**config.mk**
```make
export PLATFORM = sky130hd
export DESIGN_NAME = rtc_dbuf_regs
export DESIGN_NICKNAME = d
export VERILOG_FILES = /design/src/rtl/rtc_pkg.sv /design/src/rtl/rtc_sec_prescaler.sv /design/src/rtl/rtc_count_chain.sv /design/src/rtl/rtc_dbuf_regs.sv
export SDC_FILE = /design/constraint.sdc
export NUM_CORES = 1
export LEC_CHECK = 0
export BUFFER_PORTS_ARGS = -buffer_cell sky130_fd_sc_hd__buf_2
export CORE_MARGIN = 5
export CORE_UTILIZATION = 60
export DETAILED_ROUTE_END_ITERATION = 10
export PLACE_DENSITY_LB_ADDON = 0.2
export SLEW_MARGIN = 20
export SYNTH_ARGS = -nofsm -noshare
export SYNTH_HDL_FRONTEND = slang
export SYNTH_SLANG_ARGS = --single-unit
```
**constraint.sdc**
```tcl
create_clock -name clk -period 5.1 [get_ports clk]
set_input_delay 0.51 -clock clk [delete_from_list [all_inputs] [get_ports clk]]
set_output_delay 0.51 -clock clk [all_outputs]
set_load 0.005 [all_outputs]
```
**src/rtl/rtc_pkg.sv**
```systemverilog
package rtc_pkg;

  typedef struct packed {
    logic [7:0] sec;
    logic [7:0] min;
    logic [7:0] hr;
    logic [7:0] day;
    logic [7:0] date;
    logic [7:0] mon;
    logic [7:0] yr;
    logic [7:0] cen;
  } rtc_time_t;

  // BCD step with wrap: at or above last legal value -> first value
  function automatic logic [7:0] bcd_step(input logic [7:0] v,
                                          input logic [7:0] last,
                                          input logic [7:0] first);
    if (v >= last)            return first;
    else if (v[3:0] >= 4'd9)  return {v[7:4] + 4'd1, 4'h0};
    else                      return v + 8'd1;
  endfunction

  function automatic logic yr_is_leap(input logic [7:0] yr);
    logic [7:0] bin;
    bin = ({4'b0, yr[7:4]} * 8'd10) + {4'b0, yr[3:0]};
    return (bin[1:0] == 2'b00);
  endfunction

  function automatic logic [7:0] month_last_day(input logic [7:0] mon,
                                                input logic [7:0] yr);
    case (mon)
      8'h02:                      return yr_is_leap(yr) ? 8'h29 : 8'h28;
      8'h04, 8'h06, 8'h09, 8'h11: return 8'h30;
      default:                    return 8'h31;
    endcase
  endfunction

endpackage

```
**src/rtl/rtc_sec_prescaler.sv**
```systemverilog
module rtc_sec_prescaler #(
  parameter int TICKS_PER_SEC = 32768
) (
  input  logic clk,
  input  logic rst,
  input  logic tick_in,
  input  logic run,
  input  logic restart,
  output logic sec_pulse
);
  localparam int CW = (TICKS_PER_SEC > 2) ? $clog2(TICKS_PER_SEC) : 1;
  localparam logic [CW-1:0] LAST = CW'(TICKS_PER_SEC - 1);

  logic [CW-1:0] cnt_q;

  assign sec_pulse = run && tick_in && (cnt_q == LAST);

  always_ff @(posedge clk) begin
    if (rst || restart || !run) cnt_q <= '0;
    else if (tick_in)           cnt_q <= (cnt_q == LAST) ? '0 : cnt_q + 1'b1;
  end
endmodule

```
**src/rtl/rtc_count_chain.sv**
```systemverilog
module rtc_count_chain
  import rtc_pkg::*;
#(
  parameter rtc_time_t RST_VAL = '0
) (
  input  logic      clk,
  input  logic      rst,
  input  logic      sec_pulse,
  input  logic      load,
  input  rtc_time_t ld_val,
  output rtc_time_t cnt_q,
  output rtc_time_t cnt_nxt
);
  logic c_sec, c_min, c_hr, c_date, c_mon, c_yr;
  logic [7:0] last_day;

  always_comb begin
    last_day = month_last_day(cnt_q.mon, cnt_q.yr);
    c_sec  = (cnt_q.sec  >= 8'h59);
    c_min  = c_sec  && (cnt_q.min  >= 8'h59);
    c_hr   = c_min  && (cnt_q.hr   >= 8'h23);
    c_date = c_hr   && (cnt_q.date >= last_day);
    c_mon  = c_date && (cnt_q.mon  >= 8'h12);
    c_yr   = c_mon  && (cnt_q.yr   >= 8'h99);

    cnt_nxt      = cnt_q;
    cnt_nxt.sec  = bcd_step(cnt_q.sec, 8'h59, 8'h00);
    if (c_sec)  cnt_nxt.min  = bcd_step(cnt_q.min,  8'h59, 8'h00);
    if (c_min)  cnt_nxt.hr   = bcd_step(cnt_q.hr,   8'h23, 8'h00);
    if (c_hr)   cnt_nxt.day  = bcd_step(cnt_q.day,  8'h07, 8'h01);
    if (c_hr)   cnt_nxt.date = bcd_step(cnt_q.date, last_day, 8'h01);
    if (c_date) cnt_nxt.mon  = bcd_step(cnt_q.mon,  8'h12, 8'h01);
    if (c_mon)  cnt_nxt.yr   = bcd_step(cnt_q.yr,   8'h99, 8'h00);
    if (c_yr)   cnt_nxt.cen  = bcd_step(cnt_q.cen,  8'h39, 8'h00);
  end

  always_ff @(posedge clk) begin
    if (rst)            cnt_q <= RST_VAL;
    else if (load)      cnt_q <= ld_val;
    else if (sec_pulse) cnt_q <= cnt_nxt;
  end
endmodule

```
**src/rtl/rtc_dbuf_regs.sv**
```systemverilog
module rtc_dbuf_regs
  import rtc_pkg::*;
#(
  parameter int         TICKS_PER_SEC = 32768,
  parameter logic [5:0] CEN_RESET     = 6'h20
) (
  input  logic       clk,
  input  logic       rst,
  input  logic       tick_in,
  input  logic [3:0] reg_addr,
  input  logic       reg_we,
  input  logic [7:0] reg_wdata,
  output logic [7:0] reg_rdata
);
  localparam rtc_time_t RST_TIME = '{sec: 8'h00, min: 8'h00, hr: 8'h00,
                                     day: 8'h01, date: 8'h01, mon: 8'h01,
                                     yr: 8'h00, cen: {2'b00, CEN_RESET}};
  localparam logic [3:0] OFS_CTRL = 4'h8;
  localparam logic [3:0] OFS_SEC  = 4'h9;
  localparam logic [3:0] OFS_MIN  = 4'hA;
  localparam logic [3:0] OFS_HR   = 4'hB;
  localparam logic [3:0] OFS_DAY  = 4'hC;
  localparam logic [3:0] OFS_DATE = 4'hD;
  localparam logic [3:0] OFS_MON  = 4'hE;
  localparam logic [3:0] OFS_YR   = 4'hF;

  rtc_time_t ext_q, cnt_q, cnt_nxt, ld_val;
  logic osc_stop, ctrl_r, ctrl_w;
  logic sec_pulse, load, follow;

  assign load   = reg_we && (reg_addr == OFS_CTRL) && ctrl_w && !reg_wdata[7];
  assign follow = sec_pulse && !ctrl_r && !ctrl_w;

  always_comb begin
    ld_val     = ext_q;
    ld_val.cen = {2'b00, reg_wdata[5:0]};
  end

  rtc_sec_prescaler #(.TICKS_PER_SEC(TICKS_PER_SEC)) u_presc (
    .clk(clk), .rst(rst), .tick_in(tick_in), .run(!osc_stop),
    .restart(load), .sec_pulse(sec_pulse)
  );

  rtc_count_chain #(.RST_VAL(RST_TIME)) u_chain (
    .clk(clk), .rst(rst), .sec_pulse(sec_pulse), .load(load),
    .ld_val(ld_val), .cnt_q(cnt_q), .cnt_nxt(cnt_nxt)
  );

  // Visible copy: follows the count unless frozen; host writes win
  always_ff @(posedge clk) begin
    if (rst) begin
      ext_q    <= RST_TIME;
      osc_stop <= 1'b1;
      ctrl_r   <= 1'b0;
      ctrl_w   <= 1'b0;
    end else begin
      if (follow) ext_q <= cnt_nxt;
      if (reg_we) begin
        case (reg_addr)
          OFS_CTRL: begin
            ctrl_w    <= reg_wdata[7];
            ctrl_r    <= reg_wdata[6];
            ext_q.cen <= {2'b00, reg_wdata[5:0]};
          end
          OFS_SEC: begin
            osc_stop  <= reg_wdata[7];
            ext_q.sec <= {1'b0, reg_wdata[6:0]};
          end
          OFS_MIN:  ext_q.min  <= reg_wdata;
          OFS_HR:   ext_q.hr   <= reg_wdata;
          OFS_DAY:  ext_q.day  <= reg_wdata;
          OFS_DATE: ext_q.date <= reg_wdata;
          OFS_MON:  ext_q.mon  <= reg_wdata;
          OFS_YR:   ext_q.yr   <= reg_wdata;
          default: ;
        endcase
      end
    end
  end

  always_ff @(posedge clk) begin
    if (rst) reg_rdata <= 8'h00;
    else begin
      case (reg_addr)
        OFS_CTRL: reg_rdata <= {ctrl_w, ctrl_r, ext_q.cen[5:0]};
        OFS_SEC:  reg_rdata <= {osc_stop, ext_q.sec[6:0]};
        OFS_MIN:  reg_rdata <= ext_q.min;
        OFS_HR:   reg_rdata <= ext_q.hr;
        OFS_DAY:  reg_rdata <= ext_q.day;
        OFS_DATE: reg_rdata <= ext_q.date;
        OFS_MON:  reg_rdata <= ext_q.mon;
        OFS_YR:   reg_rdata <= ext_q.yr;
        default:  reg_rdata <= 8'h00;
      endcase
    end
  end
endmodule

```
==> results of run 1 <==
[kinds of logic after synthesis]
| logic type | Yosys count | share of synthesized area [%] |
|---|---|---|
| XOR/XNOR | 22 | 2.054 |
| AO/OA/AOI/OAI | 332 | 24.50 |
| buffers and inverters | 127 | 5.975 |
| multiplexers | 26 | 3.081 |
| flip-flops | 152 | 32.44 |
| AND/OR/NAND/NOR | 499 | 25.82 |
| adder cells (fa/ha/maj) | 46 | 6.135 |
[worst reg2reg max path, cell delays in order (launching register included)]
cell and delay [ns]:
sky130_fd_sc_hd__dfxtp_1 0.36, sky130_fd_sc_hd__inv_1 0.14, sky130_fd_sc_hd__ha_1 0.19, sky130_fd_sc_hd__nor2b_1 0.18, sky130_fd_sc_hd__o211ai_1 0.12, sky130_fd_sc_hd__o21ai_0 0.14
sky130_fd_sc_hd__nand2_1 0.08, sky130_fd_sc_hd__nand2_1 0.07, sky130_fd_sc_hd__o31ai_1 0.08, sky130_fd_sc_hd__ha_1 0.31, sky130_fd_sc_hd__nor4b_2 0.06, sky130_fd_sc_hd__o221ai_1 0.48
sky130_fd_sc_hd__nand4_4 0.38, sky130_fd_sc_hd__nor4b_1 0.56, sky130_fd_sc_hd__a211oi_1 0.15, sky130_fd_sc_hd__nor4b_1 0.26
[flip-flops by register name, indices dropped and copies added (netlist names), named ones only]
name / count
ctrl_w: 1
u_chain.cnt_q: 62
ctrl_r: 1
reg_rdata: 8
osc_stop: 1
u_presc.cnt_q: 15
ext_q: 62
[layout make-up]
cell class                      instances  area share [%]
Tap cell                              211           2.613
Sequential cell                       152           30.11
Inverter                               41           1.523
Timing Repair Buffer                   43           2.650
Antenna cell                            3         0.07429
Clock inverter                         15           1.449
Clock buffer                           17           4.210
Multi-Input combinational cell        925           57.37
[worst paths after layout]
kind | startpoint | endpoint | slack [ns] | cells after the start
worst min-delay path | tick_in | u_presc.cnt_q[0]$_SDFFE_PP0P_ | 0.43 | 3
worst max-delay path | u_chain.cnt_q[21]$_SDFFE_PP0P_ | u_chain.cnt_q[12]$_SDFFE_PP0P_ | 1.46 | 15
worst max register to register | u_chain.cnt_q[21]$_SDFFE_PP0P_ | u_chain.cnt_q[12]$_SDFFE_PP0P_ | 1.46 | 15
worst min register to register | ext_q[55]$_SDFF_PP0_ | u_chain.cnt_q[55]$_SDFFE_PP0P_ | 0.49 | 2
[power by group through the flow]
stage	Combinational, mW	Clock, mW	Sequential [mW]
final	0.120	1.24	1.21
after global routing	0.126	1.30	1.21
after CTS	0.115	1.24	1.21
after detailed placement	0.114	0	1.24
after global placement	0.114	0	1.24
after floorplan	0.0766	0	1.23
[metrics by stage]
step | cells | hold slack, ns | total power, mW
final | 1407 | 0.4285 | 2.574
after CTS | 1404 | 0.4265 | 2.564
after floorplan | 1204 | 0.4399 | 1.307
after detailed placement | 1372 | 0.4691 | 1.350
after global routing | 1405 | 0.4542 | 2.631
after global placement | 1372 | 0.4588 | 1.350
[routing by layer]
layer	routed length, microns	global-route usage (%)	up-vias	share of wire, %
li1	-	-	4400	-
met1	12180	44.96	4467	40
met2	13210	49.08	580	44
met3	3458	7.265	111	11
met4	1358	16.07	4	4.5
met5	28	0	-	0.093
[cell usage in the layout (no fill, tap or decap), types with 11 or more instances in the layout]
cell type	count
sky130_fd_sc_hd__a211oi_1	52
sky130_fd_sc_hd__a21oi_1	83
sky130_fd_sc_hd__a311oi_1	25
sky130_fd_sc_hd__and3_1	26
sky130_fd_sc_hd__buf_2	22
sky130_fd_sc_hd__buf_4	21
sky130_fd_sc_hd__clkbuf_16	17
sky130_fd_sc_hd__dfxtp_1	152
sky130_fd_sc_hd__ha_1	46
sky130_fd_sc_hd__inv_1	41
sky130_fd_sc_hd__mux2_2	13
sky130_fd_sc_hd__mux2i_1	12
sky130_fd_sc_hd__nand2_1	126
sky130_fd_sc_hd__nand3_1	53
sky130_fd_sc_hd__nand4_1	11
sky130_fd_sc_hd__nor2_1	146
sky130_fd_sc_hd__nor3_1	50
sky130_fd_sc_hd__nor4_1	11
sky130_fd_sc_hd__o21ai_0	45
sky130_fd_sc_hd__o22ai_1	17
sky130_fd_sc_hd__xor2_1	14
==> reports/qor.log, run 1 <==
[outcome] result of the run completed
[clock_network] Post-CTS Hold Fix Bufs 0
[synthesis] total of flip-flops plus latches after synthesis 152
[sta] Max Clock Freq 0.2751 GHz
[power] sequential share of power 47.0%
[die] Vert. Die Dim 135.0 microns
[sta] slack of the critical path 1.465 ns
[drt] remaining number of nets flagged by the antenna check after routing 0
[clock_network] buffers inserted by post-CTS timing repair 0
[power] clock network power share 48.3%
[drt] post-route DRC violation count 0
[cells_and_area] share of the core filled with cells 66.22%
[synthesis] library cell with the highest instance count after synthesis sky130_fd_sc_hd__dfxtp_1
[clock_network] insertion delay of the later-clocked pin in the worst-skew pair 0.43 ns
[cells_and_area] Final nets 1242
[synthesis] Synth top cells by count sky130_fd_sc_hd__dfxtp_1, sky130_fd_sc_hd__nor2_1, sky130_fd_sc_hd__nand2_1
[power] net switching power 662.5 uW
[drt] starting DRC count in detailed routing 1053
[worst_setup_path] chain of cells forming the critical path inv_1 -> ha_1 -> nor2b_1 -> o211ai_1 -> o21ai_0 -> nand2_1 -> nand2_1 -> o31ai_1 -> ha_1 -> nor4b_2 -> o221ai_1 -> nand4_4 -> nor4b_1 -> a211oi_1 -> nor4b_1
[die] core outline area 15260 sq um
[synthesis] number of distinct standard cells referenced by the synthesized netlist 85
[worst_setup_path] required time of the critical path 5.44 ns
[drt] number of vias per cell after detailed routing 6.796
[synthesis] summed instance area of the synthesized netlist 9381 sq um
[drt] Detailed Route WL 30240 microns
[synthesis] EDFF count, synth 0
[sta] Hold Vio Cnt, Final 0
[clock_network] H-tree depth 4
[sta] number of setup violations in the final report 0
[cells_and_area] Area Overhead vs Synth 7.709%
[place] RD Place Congestion 1.035
[die] DIE WIDTH 135.0 microns
[synthesis] mean instance size in the synthesized netlist 7.792 sq um
[clock_network] Sinks on Clock Net 152
[power] leakage power figure 3.655 nW
[synthesis] Syn Inst Count 1204
[clock_network] buffer depth of the longest clock path 2
[worst_setup_path] kind of cell adding the most delay to the critical path simple AND/OR/NAND/NOR gates
[sta] RSZ-0062 raised after global routing no
[worst_setup_path] critical-path cell with the highest stage delay sky130_fd_sc_hd__nor4b_1
[clock_network] Clock Tree Root sky130_fd_sc_hd__clkbuf_16
[place] HPWL reported at the end of detailed placement 20380 microns
[clock_network] PostCTS Resize Cnt 0
[grt] antenna violations before repair 4
[grt] overflow left after global routing 0
[cells_and_area] design area 10100 sq um
[synthesis] Top FF cell, synth sky130_fd_sc_hd__dfxtp_1
[place] standard cell area after detailed placement 9525 sq um
[worst_setup_path] Crit path buffers/inverters 1
[drt] vias post-DR 9562
[sta] period utilization 71.28%
[synthesis] fraction of synthesized cell area taken by the top area cell type 32.44%
[worst_setup_path] data arrival time of the critical path 3.97 ns
[grt] largest net degree at the start of global routing 76
[worst_setup_path] crit path capture type flip-flop
[cells_and_area] Reg area 3043 sq um
[worst_setup_path] startpoint types flip-flop
[grt] global-route wire length before repair 47740 microns
[worst_setup_path] CP Max Fanout 19
[clock_network] Inserted Clock Buffers 17
[cells_and_area] fraction of layout instances using a drive strength above 1 10.23%
[sta] Min Clock Period, post-route 3.635 ns
[die] Site Rows 45
[grt] vias in the first global route 8623
[synthesis] share of async-settable or async-resettable flops after synthesis 0%
[synthesis] cell type with the largest total area after synthesis sky130_fd_sc_hd__dfxtp_1
[sta] max_slew headroom 21.03%
[sta] number of pins with negative max-slew slack in the final report 0
[die] I/O pins 24
[power] Net Sw Frac 25.74%
[synthesis] part of the Yosys area used for sequential elements 32.44%
[place] number of buffers added on ports 23
[die] effective utilization at floorplan 61.48%
[power] highest ir drop seen on vdd 0.2407 mV
[cells_and_area] filler cell count in the final layout 1323
[worst_setup_path] Worst path max stage delay 0.56 ns
[drt] number of optimization iterations in the first detailed-route pass 5
[synthesis] syn nets 1266
[hold_path] class of the tightest hold or removal check primary input to flip-flop
[clock_network] TritonCTS clock tree built
[sta] sum of negative setup slack 0 ns
[power] internal power component 1.911 mW
[drt] detail-routed net length per standard cell 21.49 microns
[die] DIE AREA 18240 sq um
[grt] overall fraction of global-route tracks in use 32.87%
[worst_setup_path] Setup Crit Path Kind flip-flop to flip-flop
[sta] clock tree skew after final layout 0.008814 ns
[synthesis] dominant cells by area after synthesis sky130_fd_sc_hd__dfxtp_1, sky130_fd_sc_hd__ha_1, sky130_fd_sc_hd__nor2_1, sky130_fd_sc_hd__nand2_1, sky130_fd_sc_hd__a21oi_1
[cells_and_area] multi-input logic area 5797 sq um
[place] Setup Slack @ Placement 1.530 ns
[synthesis] Yosys Warn Count 0
[power] power per unit of standard cell area 254.7 nW/um^2
[power] Logic pwr share 4.7%
[run] maxcap violations 0
[sta] slew at the pin closest to its max-slew limit 1.175 ns
[clock_network] Clock transition at path regs 0.07 ns
(Power assumes the default switching activity.)
==> run 2, diff against run 1 <==
- CORE_UTILIZATION: 60 -> 57
- clock period: 5.1 -> 3 ns (I/O delays scaled with it)
==> run 2 against run 1 <==
  * Cell area is 11% higher
  * Routed wire length is 10% higher
  * First-iteration DRC count is 69% higher
  * Sequential power is 70% higher
  * Worst setup slack worse by 1.4 ns
  * Fmax is 22% higher
  * Global-route usage is 0.34 points lower
  * Critical path depth is 2 higher
  * Critical endpoint is now u_chain.cnt_q[8]$_SDFFE_PP0P_
  * Via count is 4.9% higher
  * Count of clock-buffer cells in the layout is 3 higher
==> reports/qor.log, run 2 (synthesis gave the netlist of run 1 again) <==
[outcome] result of the run completed
[power] clock network power share 50.4% [+2.1 points]
[cells_and_area] fraction of layout instances using a drive strength above 1 19.78% [+9.6 points]
[power] sequential share of power 44.9% [-2.1 points]
[cells_and_area] Area Overhead vs Synth 19.41%
[worst_setup_path] startpoint types flip-flop
[hold_path] class of the tightest hold or removal check primary input to flip-flop
[clock_network] Inserted Clock Buffers 17 [unchanged]
[place] HPWL reported at the end of detailed placement 22300 microns [+9.4%]
[worst_setup_path] CP Max Fanout 7 [-12]
[cells_and_area] Top Registers ext_q x62, u_chain.cnt_q x62, u_presc.cnt_q x15
[sta] number of pins with negative max-slew slack in the final report 0 [unchanged]
[die] DIE WIDTH 138.3 microns [+2.4%]
[die] Vert. Die Dim 138.3 microns [+2.4%]
[worst_setup_path] Setup Crit Path Kind flip-flop to flip-flop
[power] internal power component 3.483 mW [+82%]
[worst_setup_path] chain of cells forming the critical path inv_4 -> ha_4 -> mux2_4 -> nand2_2 -> o21ai_2 -> nand2_1 -> nand2_1 -> o31ai_2 -> ha_1 -> nor4b_4 -> o221a_4 -> nor4_4 -> buf_6 -> buf_6 -> nand3_4 -> mux2i_1 -> o21ai_0
[drt] vias post-DR 10030 [+4.9%]
[power] Logic pwr share 4.7% [about the same]
[drt] remaining number of nets flagged by the antenna check after routing 0 [unchanged]
[grt] global-route wire length before repair 50220 microns [+5.2%]
[cells_and_area] final non-filler cell total 1482 [+5.3%]
[grt] largest net degree at the start of global routing 50 [-34%]
[run] maxcap violations 0 [unchanged]
[clock_network] buffer depth of the longest clock path 2 [unchanged]
[cells_and_area] commonest non-fill, non-tap cell in the layout sky130_fd_sc_hd__dfxtp_1
[worst_setup_path] Worst path max stage delay 0.35 ns [-0.21 ns]
[drt] detail-routed net length per standard cell 22.48 microns [+4.6%]
[sta] max_slew headroom 42.03% [+21 points]
[grt] overflow left after global routing 0 [unchanged]
[place] instance count after placement with tap cells included 1435 [+4.6%]
[cells_and_area] commonest cells after routing, fill and taps aside sky130_fd_sc_hd__dfxtp_1, sky130_fd_sc_hd__nor2_1, sky130_fd_sc_hd__nand2_1
[drt] Detailed Route WL 33310 microns [+10%]
[die] core outline area 16350 sq um [+7.1%]
[grt] antenna violations before repair 4 [unchanged]
[die] DIE AREA 19120 sq um [+4.9%]
[place] RD Place Congestion 1.067 [+3.0%]
[drt] number of vias per cell after detailed routing 6.765 [-0.45%]
[worst_setup_path] crit path capture type flip-flop
[grt] vias in the first global route 8858 [+2.7%]
[sta] slew at the pin closest to its max-slew limit 0.8622 ns [-0.3133 ns]
[sta] number of setup violations in the final report 0 [unchanged]
[clock_network] insertion delay of the later-clocked pin in the worst-skew pair 0.44 ns [about the same]
[cells_and_area] Final nets 1308 [+5.3%]
[power] power per unit of standard cell area 409.2 nW/um^2 [+61%]
[drt] post-route DRC violation count 0 [unchanged]
[clock_network] TritonCTS clock tree built
[power] highest ir drop seen on vdd 0.4292 mV [+78%]
[worst_setup_path] required time of the critical path 3.30 ns [-2.14 ns]
[sta] period utilization 99.41% [+28 points]
[sta] RSZ-0062 raised after global routing yes
[place] Setup Slack @ Placement -0.1863 ns [-1.716 ns]
[place] number of buffers added on ports 23 [unchanged]
[grt] overall fraction of global-route tracks in use 32.52% [-0.34 points]
[cells_and_area] share of the core filled with cells 68.52% [+2.3 points]
[clock_network] H-tree depth 4 [unchanged]
[power] leakage power figure 4.270 nW [+17%]
[die] Site Rows 47 [+4.4%]
[cells_and_area] filler cell count in the final layout 1343 [+1.5%]
[sta] Hold Vio Cnt, Final 0 [unchanged]
[clock_network] Sinks on Clock Net 152 [unchanged]
[sta] Min Clock Period, post-route 2.982 ns [-0.6526 ns]
[clock_network] Clock transition at path regs 0.07 ns [about the same]
[power] Net Sw Frac 24.02% [-1.7 points]
[sta] sum of negative setup slack 0 ns [unchanged]
[worst_setup_path] critical-path cell with the highest stage delay sky130_fd_sc_hd__dfxtp_2
[sta] slack of the critical path 0.01757 ns [-1.447 ns]
[drt] number of optimization iterations in the first detailed-route pass 6 [+1]
[sta] clock tree skew after final layout 0.01763 ns [+0.008816 ns]
[die] I/O pins 24 [unchanged]
[drt] starting DRC count in detailed routing 1778 [+69%]
[power] net switching power 1.101 mW [+66%]
[worst_setup_path] data arrival time of the critical path 3.29 ns [-0.68 ns]
[sta] Max Clock Freq 0.3353 GHz [+22%]
[clock_network] Clock Tree Root sky130_fd_sc_hd__clkbuf_16
[die] effective utilization at floorplan 57.39% [-4.1 points]
==> run 2: cell types whose count changed in the layout (fill, tap and decap cells not counted), sizes merged, moves of 2 or more <==
cell,change
bufinv,+2
clkinv,-3
clkbuf,+3
buf,+65
==> run 2: timing repair <==
action,in CTS,in global routing
cloned,0,2
setup endpoints to repair,34,55
resized for setup,26,75
hold buffers,0,0
pin swaps,12,38
setup buffers,2,9
==> run 2: cell type report <==
cell class,instances,area [sq um],share of cell area (%)
clock inverter,12,165.2,1.474
tap,220,275.3,2.457
sequential,152,3050,27.23
inverter,41,158.9,1.419
antenna,3,7.507,0.06702
clock buffer,20,466.7,4.166
multi-input combinational,926,6233,55.65
timing repair buffer,108,844.6,7.539
==> run 2: through the flow <==
| stage | instance area, sq um | hold slack, ns | total power [mW] |
|---|---|---|---|
| 5_1_grt | 11190 | 0.2310 | 4.705 |
| 3_3_place_gp | 9981 | 0.4643 | 2.304 |
| 2_1_floorplan | 9382 | 0.4251 | 2.222 |
| 3_5_place_dp | 9981 | 0.4691 | 2.305 |
| 4_1_cts | 10730 | 0.2127 | 4.570 |
| 6_report | 11200 | 0.2099 | 4.584 |
==> run 2: critical path: cells and delay by family (launching register included) <==
| kind | cells | cell delay, ns |
|---|---|---|
| adders and majority gates | 2 | 0.45 |
| AOI/OAI and AO/OA | 4 | 0.56 |
| and+or+nand+nor | 6 | 0.63 |
| muxes | 2 | 0.52 |
| DFF | 1 | 0.35 |
| buffers and inverters | 3 | 0.36 |
==> run 2: final timing paths <==
| check | start | endpoint | slack (ns) | cells after the start |
|---|---|---|---|---|
| hold reg to reg | ext_q[55]$_SDFF_PP0_ | u_chain.cnt_q[55]$_SDFFE_PP0P_ | 0.48 | 2 |
| setup reg to reg | u_chain.cnt_q[21]$_SDFFE_PP0P_ | u_chain.cnt_q[8]$_SDFFE_PP0P_ | 0.02 | 17 |
| setup / recovery | u_chain.cnt_q[21]$_SDFFE_PP0P_ | u_chain.cnt_q[8]$_SDFFE_PP0P_ | 0.02 | 17 |
| hold / removal | tick_in | u_presc.cnt_q[0]$_SDFFE_PP0P_ | 0.21 | 3 |
==> run 2: power by group through the flow <==
stage          Combinational [mW]  Clock (mW)  Sequential [mW]
3_5_place_dp                0.203           0             2.10
5_1_grt                     0.228        2.42             2.06
2_1_floorplan               0.130           0             2.09
4_1_cts                     0.205        2.31             2.06
3_3_place_gp                0.203           0             2.10
6_report                    0.218        2.31             2.06
==> run 2: metal layers <==
metal	vias up	wire (microns)	GRT usage (%)	share of wire [%]
li1	4556	-	-	-
met4	4	1463	13.68	4.4
met1	4645	13390	45.53	40
met5	-	29	0	0.087
met2	685	14520	48.54	44
met3	136	3909	7.079	12
